## config.mk

```make
export PLATFORM = sky130hd
export DESIGN_NAME = wdt_core
export DESIGN_NICKNAME = d
export VERILOG_FILES = /design/src/rtl/wdt_pkg.sv /design/src/rtl/wdt_tick_sel.sv /design/src/rtl/wdt_window.sv /design/src/rtl/wdt_counter.sv /design/src/rtl/wdt_supervisor.sv /design/src/rtl/wdt_core.sv
export SDC_FILE = /design/constraint.sdc
export NUM_CORES = 1
export LEC_CHECK = 0
export ABC_AREA = 1
export BUFFER_PORTS_ARGS = -buffer_cell sky130_fd_sc_hd__buf_2
export CAP_MARGIN = 10
export CELL_PAD_IN_SITES_DETAIL_PLACEMENT = 1
export CELL_PAD_IN_SITES_GLOBAL_PLACEMENT = 1
export CORE_ASPECT_RATIO = 1.2
export CORE_UTILIZATION = 35
export CTS_BUF_LIST = sky130_fd_sc_hd__clkbuf_8
export CTS_CLUSTER_SIZE = 10
export DETAILED_ROUTE_END_ITERATION = 7
export GPL_ROUTABILITY_DRIVEN = 0
export PLACE_DENSITY_LB_ADDON = 0.25
export SYNTH_ARGS = -nofsm -noshare
export SYNTH_HDL_FRONTEND = slang
export SYNTH_HIERARCHICAL = 1
export SYNTH_SLANG_ARGS = --single-unit
```

## constraint.sdc

```tcl
create_clock -name clk -period 3.69 [get_ports clk]
set_input_delay 0.738 -clock clk [delete_from_list [all_inputs] [get_ports clk]]
set_output_delay 0.738 -clock clk [all_outputs]
set_load 0.01 [all_outputs]
```

## src/rtl/wdt_pkg.sv

```systemverilog
// Package: shared types of the watchdog core.
// Assumes nothing beyond IEEE 1800-2017 packages.
package wdt_pkg;

    // Supervisor state: off, armed, warned (irq pending), tripped (reset requested)
    typedef enum logic [1:0] {
        WD_OFF     = 2'd0,
        WD_ARMED   = 2'd1,
        WD_WARNED  = 2'd2,
        WD_TRIPPED = 2'd3
    } wd_state_t;

    // Number of tick sources feeding the counter
    localparam int unsigned WD_N_SRC = 2;

endpackage

```

## src/rtl/wdt_tick_sel.sv

```systemverilog
// Module: wdt_tick_sel
// Picks one of N_SRC clock-enable strobes as the counter tick.
// Assumes every strobe is already synchronous to clk and one cycle wide per event.
module wdt_tick_sel #(
    parameter int unsigned N_SRC = 2,
    localparam int unsigned SEL_W = (N_SRC > 1) ? $clog2(N_SRC) : 1
) (
    input  logic [N_SRC-1:0] ticks,
    input  logic [SEL_W-1:0] sel,
    output logic             tick
);

    // Source mux: an out-of-range select gives no tick
    always_comb begin
        tick = 1'b0;
        for (int i = 0; i < N_SRC; i++) begin
            if (sel == SEL_W'(i)) tick = ticks[i];
        end
    end

endmodule

```

## src/rtl/wdt_window.sv

```systemverilog
// Module: wdt_window
// Decides whether a service write lands in the open window and classifies it.
// Assumes 'running' is low whenever the watchdog is off or has tripped.
module wdt_window #(
    parameter int unsigned CNT_W = 16
) (
    input  logic             running,
    input  logic             win_en,
    input  logic [CNT_W-1:0] count,
    input  logic [CNT_W-1:0] window,
    input  logic             svc_try,
    input  logic             svc_done,
    output logic             svc_reload,
    output logic             svc_bad
);

    logic open_w;
    logic any_write;

    // Window test and service classification
    always_comb begin
        open_w     = !win_en || (count < window);
        any_write  = svc_try || svc_done;
        svc_reload = running && svc_done && open_w;
        svc_bad    = running && any_write && !open_w;
    end

endmodule

```

## src/rtl/wdt_counter.sv

```systemverilog
// Module: wdt_counter
// Down counter that loads a time-out value and steps down by one on each decrement request.
// Assumes the caller never asks for load and decrement in the same cycle.
module wdt_counter #(
    parameter int unsigned CNT_W = 16
) (
    input  logic             clk,
    input  logic             rst_n,
    input  logic             load,
    input  logic             dec,
    input  logic [CNT_W-1:0] load_val,
    output logic [CNT_W-1:0] count,
    output logic             zero
);

    // Count register: load wins, otherwise step down when asked
    always_ff @(posedge clk) begin
        if (!rst_n)    count <= '0;
        else if (load) count <= load_val;
        else if (dec)  count <= count - CNT_W'(1);
    end

    // Zero flag for expiry detection
    always_comb zero = (count == '0);

endmodule

```

## src/rtl/wdt_supervisor.sv

```systemverilog
// Module: wdt_supervisor
// Holds the watchdog state. Decides on reloads and turns expiries and bad
// service writes into irq, reset request or bus error.
// Assumes svc_reload and svc_bad are already gated by 'running' from this module.
module wdt_supervisor
    import wdt_pkg::*;
(
    input  logic clk,
    input  logic rst_n,
    input  logic en,
    input  logic irq_first,
    input  logic bad_rst,
    input  logic tick,
    input  logic zero,
    input  logic svc_reload,
    input  logic svc_bad,
    output logic running,
    output logic load,
    output logic dec,
    output logic irq,
    output logic rst_req,
    output logic bus_err
);

    wd_state_t state, state_nx;
    logic      start;
    logic      expire;
    logic      warn;
    logic      trip;

    // Event decode for this cycle
    always_comb begin
        start   = en && (state == WD_OFF);
        running = en && ((state == WD_ARMED) || (state == WD_WARNED));
        expire  = running && tick && zero && !svc_reload;
        warn    = expire && irq_first && (state == WD_ARMED);
        trip    = (expire && !warn) || (svc_bad && bad_rst);
        load    = start || svc_reload || warn;
        dec     = running && tick && !zero && !svc_reload;
    end

    // Next-state selection
    always_comb begin
        state_nx = state;
        if (state == WD_TRIPPED) state_nx = WD_TRIPPED;
        else if (trip)           state_nx = WD_TRIPPED;
        else if (!en)            state_nx = WD_OFF;
        else if (start)          state_nx = WD_ARMED;
        else if (svc_reload)     state_nx = WD_ARMED;
        else if (warn)           state_nx = WD_WARNED;
    end

    // State register
    always_ff @(posedge clk) begin
        if (!rst_n) state <= WD_OFF;
        else        state <= state_nx;
    end

    // Bus error pulse register
    always_ff @(posedge clk) begin
        if (!rst_n) bus_err <= 1'b0;
        else        bus_err <= svc_bad && !bad_rst;
    end

    // Outputs derived from the state
    always_comb begin
        irq     = (state == WD_WARNED);
        rst_req = (state == WD_TRIPPED);
    end

endmodule

```

## src/rtl/wdt_core.sv

```systemverilog
// Module: wdt_core (top)
// Windowed watchdog: a tick-source mux, a window classifier, the down counter
// and the supervisor state machine.
// Assumes ticks and service strobes are synchronous single-cycle pulses.
module wdt_core
    import wdt_pkg::*;
#(
    parameter int unsigned CNT_W = 16
) (
    input  logic             clk,
    input  logic             rst_n,
    input  logic             cfg_en,
    input  logic             cfg_win_en,
    input  logic             cfg_clk_sel,
    input  logic             cfg_irq_first,
    input  logic             cfg_bad_rst,
    input  logic [CNT_W-1:0] cfg_timeout,
    input  logic [CNT_W-1:0] cfg_window,
    input  logic             tick_sys,
    input  logic             tick_osc,
    input  logic             svc_try,
    input  logic             svc_done,
    output logic             irq,
    output logic             rst_req,
    output logic             bus_err,
    output logic [CNT_W-1:0] count
);

    logic tick;
    logic zero;
    logic running;
    logic load;
    logic dec;
    logic svc_reload;
    logic svc_bad;

    wdt_tick_sel #(.N_SRC(WD_N_SRC)) u_tick_sel (
        .ticks ({tick_osc, tick_sys}),
        .sel   (cfg_clk_sel),
        .tick  (tick)
    );

    wdt_window #(.CNT_W(CNT_W)) u_window (
        .running    (running),
        .win_en     (cfg_win_en),
        .count      (count),
        .window     (cfg_window),
        .svc_try    (svc_try),
        .svc_done   (svc_done),
        .svc_reload (svc_reload),
        .svc_bad    (svc_bad)
    );

    wdt_counter #(.CNT_W(CNT_W)) u_counter (
        .clk      (clk),
        .rst_n    (rst_n),
        .load     (load),
        .dec      (dec),
        .load_val (cfg_timeout),
        .count    (count),
        .zero     (zero)
    );

    wdt_supervisor u_supervisor (
        .clk        (clk),
        .rst_n      (rst_n),
        .en         (cfg_en),
        .irq_first  (cfg_irq_first),
        .bad_rst    (cfg_bad_rst),
        .tick       (tick),
        .zero       (zero),
        .svc_reload (svc_reload),
        .svc_bad    (svc_bad),
        .running    (running),
        .load       (load),
        .dec        (dec),
        .irq        (irq),
        .rst_req    (rst_req),
        .bus_err    (bus_err)
    );

endmodule

```

==> results of run 1 <==
-- flip-flops by register name, summed over array words and instances (netlist names) --
register              flops
u_supervisor/state        2
u_supervisor/bus_err      1
u_counter/count          16
-- per-stage QoR --
step / setup WS [ns] / hold WS, ns / cells
floorplan: 0.967 / 0.568 / 295
global placement: 0.496 / 0.587 / 416
detailed placement: 0.406 / 0.601 / 416
CTS: 0.588 / 0.612 / 420
global route: 0.240 / 0.643 / 420
finish: 0.584 / 0.609 / 420
-- worst paths after layout --
check,startpoint,to,slack [ns],cells past startpoint
setup / recovery,u_counter/count[0],u_counter/count[0],0.58,20
hold / removal,u_counter/count[3],u_counter/count[3],0.61,2
setup reg to reg,u_counter/count[0],u_counter/count[0],0.58,20
hold reg to reg,u_counter/count[3],u_counter/count[3],0.61,2
-- worst max-delay path: stages (launching register included) --
cell,delay (ns)
dfxtp_1,0.33
inv_1,0.15
ha_1,0.26
nand2_1,0.07
nor2_1,0.13
nand2_1,0.11
nor2_1,0.14
nand2_1,0.09
nor4_2,0.23
inv_1,0.08
nor2_1,0.16
nand2_2,0.11
o211ai_1,0.27
buf_4,0.22
inv_2,0.05
nand2_1,0.11
inv_2,0.14
a22oi_1,0.16
o21ai_0,0.10
nand2_1,0.07
inv_1,0.04
-- area by class of cell --
type	count	area (um^2)	area share [%]
inverters	59	221	9.73
clock inverters	1	5.00	0.220
clock buffers	3	41.3	1.81
well taps	60	75.1	3.30
multi-input cells	212	1210	53.2
repair buffers	66	343	15.1
flip-flops and latches	19	380	16.7
-- cells in the final DEF, fill, tap and decap left out --
cell      count
o21bai_1      1
o211ai_1      1
dfxtp_1      19
xor2_1        3
nand4_1       3
nor3_2        2
nor2_4        2
a21oi_1      16
nor3_1        1
a31oi_1       5
nor4_2        1
inv_2         2
inv_1        57
nand3_1      17
ha_1         20
nand2_2       3
nor4_1        1
clkinv_2      1
buf_4         5
buf_2        61
nand2_1      73
nand3_2       2
o21ai_0      10
nand2_4       1
nand3b_1      1
a21oi_2       2
nor2_8        1
a22oi_1       8
clkbuf_8      3
nor2_1       32
nor2_2        6
-- cells in the mapped netlist (all sizes together) --
cell type | instances | area share [%]
nand3b | 1 | 0.41
nor3 | 3 | 1.4
buf | 3 | 1.3
inv | 59 | 12
nand2 | 77 | 16
clkbuf | 2 | 0.41
nor2 | 41 | 11
o21ai | 10 | 2.7
o211ai | 1 | 0.41
o21bai | 1 | 0.41
nand4 | 3 | 1.0
ha | 20 | 14
xor2 | 3 | 1.4
a31oi | 5 | 1.7
nor4 | 2 | 1.0
nand3 | 19 | 5.7
a22oi | 8 | 3.3
a21oi | 18 | 5.3
dfxtp | 19 | 21
-- report_power, final --
group | internal (W) | switching (W) | total (W)
clock | 0.0000752 | 0.0000792 | 0.000154
sequential | 0.000229 | 0.0000395 | 0.000268
combinational | 0.000153 | 0.000248 | 0.000401
total | 0.000457 | 0.000367 | 0.000824
-- metal layers --
metal	vias up	global-route usage [%]
met5	-	0
met3	2	2.08
li1	1061	-
met1	992	25.2
met4	0	5.21
met2	47	39.8
-- cells by family after synthesis --
| logic type | count (synthesis) | share of synthesized area, % |
|---|---|---|
| AND/OR/NAND/NOR | 146 | 36.9 |
| buffers and inverters | 64 | 13.7 |
| AO/OA/AOI/OAI | 43 | 13.8 |
| adder cells (fa/ha/maj) | 20 | 13.6 |
| flip-flops | 19 | 20.6 |
| XOR/XNOR | 3 | 1.43 |
==> summary.md, run 1 <==
| Metric | Value |
|---|---|
| CTS Hold Bufs | `0` |
| Initial antenna violation count | `0` |
| First-pass GRT wire length | `9000 um` |
| Power Density | `362 nW/um^2` |
| Synth Instances | `295` |
| CTS H-Tree Depth | `1` |
| Final Util | `45.4%` |
| Static Leak | `1.31 nW` |
| Area Overhead vs Synth | `23.5%` |
| Crit Path Max Fanout | `14` |
| Starting Density | `36.8%` |
| Required time worst endpoint | `3.86 ns` |
| DRC | `0` |
| Worst path arrival time | `3.27 ns` |
| DR pass1 iterations | `4` |
| Total GRT Usage | `21.3%` |
| Worst Setup End Kind | `flip-flop` |
| Syn nets | `358` |
| Max clock buf depth | `2` |
| Final Instance Area | `2280 um^2` |
| Critical path type | `reg -> reg` |
| Fillers | `729` |
| Total CTS buffers | `3` |
| Tcrit/Tclk final | `84.2%` |
| Max cap viols | `0` |
| Layout cell share with drive strength beyond 1 | `25.6%` |
| CTS sink cnt | `19` |
| Mapped Area | `1840 um^2` |
| Die Wd | `68.2 um` |
| Maximum vdd drop | `0.140 mV` |
| Met3 routed WL | `197 um` |
| Post-DP HPWL | `4590 um` |
| Post-route setup TNS | `0 ns` |
| Routed vias | `2,102` |
| Unrepaired setup endpoints after global routing | `no` |
| Final Skew | `0.00785 ns` |
| Top sig layer | `met4` |
| Vias in the first global route | `2,048` |
| Area post-placement | `2230 um^2` |
| Total grt overflow | `0` |
| Post-layout net count | `424` |
| Port Buffer Count | `61` |
| Antenna Nets Post-Route | `0` |
| Total Power | `0.000824 W` |
| Final setup vio count | `0` |
| Syn_area_per_cell | `6.25 um^2` |
| Synth warn | `6` |
| Startpoint Class | `flip-flop` |
| Clock-pin slew of the registers on the worst-case setup and hold paths | `0.08 ns` |
| Cts repair resizes | `0` |
| CTS tree | `built` |
| Clock root cell | `clkbuf_8` |
| Outcome | `finished clean` |
| DRT met1 WL | `2410 um` |
| Rows | `28` |
| Max Fclk | `322 MHz` |
| Library cells used by synthesis | `31` |
| Wire per inst | `13.2 um` |
| Fin. max-slew vios | `0` |
| Hold crit path type | `reg -> reg` |
| Seq cells post-synth | `19` |
| # diodes | `0` |
| Die H | `81.5 um` |
| Post-CTS setup buffer count | `0` |
| Largest net degree at the start of global routing | `15` |
| DRT Wirelength | `5540 um` |
| Final Hold Fails | `0` |
| Ports | `62` |
| Fin crit period | `3.11 ns` |
| Drt initial violations | `31` |
| Slew HR | `67.2%` |
| Register area share after synthesis | `20.6%` |
| Least-Margin Pin Slew | `0.492 ns` |
| Met2 WL post-DR | `2900 um` |
| Vias per inst | `5.00` |
| Clock latency on the worst-skew pair | `0.26 ns` |
| Full die area | `5560 um^2` |
| Placeable Area | `5010 um^2` |
No activity file was read; power rests on OpenSTA's default activity.
==> inputs of run 2 (changes only) <==
Clock period 3.69 ns to 3 ns, I/O delays scaled along.
==> run 2 against run 1 <==
- clock-buffer cell count unchanged
- die area stayed put
- non-clock buffer count increased by 8
- global-route usage fell by 0.19 points
- sequential cell count stayed put
- register-to-register slack worse by 0.34 ns
- total power is 26% higher
- first-iteration DRC count grew 6.5%
- utilization increased by 1.5 points
- combinational power is 32% higher
==> summary.md, run 2 (synthesized netlist as in run 1, its figures left out) <==
| Metric | Value |
|---|---|
| Fin. max-slew vios | `0 (unchanged)` |
| Wire per inst | `12.8 um (-2.7%)` |
| Full die area | `5560 um^2 (unchanged)` |
| Final Instance Area | `2350 um^2 (+3.2%)` |
| Clock root cell | `clkbuf_8` |
| First-pass GRT wire length | `9000 um (unchanged)` |
| Static Leak | `1.35 nW (+3.3%)` |
| Rows | `28 (unchanged)` |
| Maximum vdd drop | `0.164 mV (+17%)` |
| Antenna Nets Post-Route | `0 (unchanged)` |
| Hold crit path type | `in -> reg` |
| Crit Path Max Fanout | `9 (-5)` |
| Fin crit period | `2.76 ns (-0.350 ns)` |
| Total grt overflow | `0 (unchanged)` |
| Max clock buf depth | `2 (unchanged)` |
| Vias per inst | `4.95 (-1.1%)` |
| Area post-placement | `2280 um^2 (+2.4%)` |
| Least-Margin Pin Slew | `0.489 ns (-0.00290 ns)` |
| Non-filler instance count after layout | `428 (+1.9%)` |
| Fillers | `709 (-2.7%)` |
| CTS H-Tree Depth | `1 (unchanged)` |
| Post-DP HPWL | `4580 um (-0.18%)` |
| Die H | `81.5 um (unchanged)` |
| Largest regs | `u_counter/count x16, u_supervisor/state x2, u_supervisor/bus_err x1` |
| Final Skew | `0.00868 ns (+0.000839 ns)` |
| Final setup vio count | `0 (unchanged)` |
| Most common cell after layout, fill and taps aside | `nand2_1` |
| Critical path type | `reg -> reg` |
| CTS sink cnt | `19 (unchanged)` |
| Max cap viols | `0 (unchanged)` |
| Power Density | `440 nW/um^2 (+22%)` |
| Final Hold Fails | `0 (unchanged)` |
| R2R setup slack | `0.24 ns (-0.34 ns)` |
| Max Fclk | `363 MHz (+13%)` |
| DR pass1 iterations | `4 (unchanged)` |
| DRC | `0 (unchanged)` |
| Worst path arrival time | `2.89 ns (-0.38 ns)` |
| Startpoint Class | `flip-flop` |
| Area Overhead vs Synth | `27.5%` |
| Largest net degree at the start of global routing | `14 (-1)` |
| Largest register by flop count | `u_counter/count` |
| # diodes | `0 (unchanged)` |
| Required time worst endpoint | `3.13 ns (-0.73 ns)` |
| Clock latency on the worst-skew pair | `0.26 ns (about the same)` |
| Die Wd | `68.2 um (unchanged)` |
| Total CTS buffers | `3 (unchanged)` |
| Tcrit/Tclk final | `91.9% (+7.7 points)` |
| Outcome | `finished clean` |
| Clock-pin slew of the registers on the worst-case setup and hold paths | `0.08 ns (about the same)` |
| Most frequent cells in the layout | `nand2_1 (73), buf_2 (61), inv_1 (58)` |
| Placed cells | `423 (+1.7%)` |
| Max reg flops | `16 (unchanged)` |
| Starting Density | `36.8% (unchanged)` |
| Initial antenna violation count | `0 (unchanged)` |
| Total Power | `0.00104 W (+26%)` |
| DRT Wirelength | `5500 um (-0.81%)` |
| Post-layout net count | `432 (+1.9%)` |
| Placeable Area | `5010 um^2 (unchanged)` |
| Vias in the first global route | `2,066 (+0.88%)` |
| Worst Setup End Kind | `flip-flop` |
| Slew HR | `67.4% (+0.19 points)` |
| Routed vias | `2,118 (+0.76%)` |
| CTS Hold Bufs | `0 (unchanged)` |
| Drt initial violations | `33 (+6.5%)` |
| CTS tree | `built` |
| Port Buffer Count | `61 (unchanged)` |
| Layout cell share with drive strength beyond 1 | `27.4% (+1.9 points)` |
| Total GRT Usage | `21.1% (-0.19 points)` |
| Ports | `62 (unchanged)` |
## run 2: final timing paths
| path | startpoint | to | cells past startpoint |
|---|---|---|---|
| worst max-delay path | u_counter/count[0] | u_counter/count[11] | 19 |
| worst min-delay path | cfg_bad_rst | u_supervisor/bus_err | 2 |
| worst max register to register | u_counter/count[0] | u_counter/count[11] | 19 |
| worst min register to register | u_counter/count[3] | u_counter/count[3] | 2 |
## run 2: stage by stage
step | hold slack [ns] | util (%) | setup WS, ns | setup TNS, ns
2_1_floorplan | 0.568 | - | 0.415 | 0
3_3_place_gp | 0.574 | 45.6 | 0.0784 | 0
3_5_place_dp | 0.588 | 45.6 | 0.0180 | 0
4_1_cts | 0.519 | 46.5 | 0.132 | 0
5_1_grt | 0.514 | 46.9 | -0.0161 | -0.0161
6_report | 0.522 | 46.9 | 0.244 | 0
## run 2: area by class of cell
| class | instances | area, um^2 | share of cell area (%) |
|---|---|---|---|
| clock buffers | 3 | 41.3 | 1.76 |
| clock inverters | 1 | 3.75 | 0.160 |
| inverters | 59 | 221 | 9.42 |
| multi-input cells | 212 | 1220 | 52.1 |
| flip-flops and latches | 19 | 380 | 16.2 |
| well taps | 60 | 75.1 | 3.19 |
| repair buffers | 74 | 403 | 17.1 |
## run 2: what timing repair did
action                     CTS  global route
buffers inserted             0             1
setup endpoints to repair    0            12
resized for setup            0             3
## run 2: worst max-delay path, stage by stage (launching register included)
cell      delay [ns]
dfxtp_1         0.32
inv_1           0.15
ha_1            0.20
nand2_1         0.06
nor2_1          0.14
nand2_1         0.13
nor2_1          0.14
nand2_1         0.10
nor4_4          0.19
inv_1           0.08
nor2_2          0.13
nand2_2         0.09
o211ai_1        0.19
buf_4           0.16
inv_2           0.04
nand2_1         0.10
inv_2           0.10
buf_4           0.17
nand3_1         0.08
a21oi_1         0.07
## run 2: per-layer routing
metal / global-route usage, % / share of wire [%] / routed length, um / vias to the layer above
met1: 25.6 / 45 / 2460 / 986
met5: 0 / 0 / 0 / -
met4: 5.42 / 0.84 / 46 / 0
li1: - / - / - / 1079
met2: 38.7 / 51 / 2810 / 49
met3: 1.94 / 3.3 / 182 / 4
## run 2: where the power goes
| part | leakage, nW | internal (W) | total (W) | switching (W) |
|---|---|---|---|---|
| sequential | 0.156 | 0.000281 | 0.000320 | 0.0000393 |
| clock | 0.0269 | 0.0000911 | 0.000185 | 0.0000939 |
| combinational | 1.17 | 0.000207 | 0.000530 | 0.000323 |
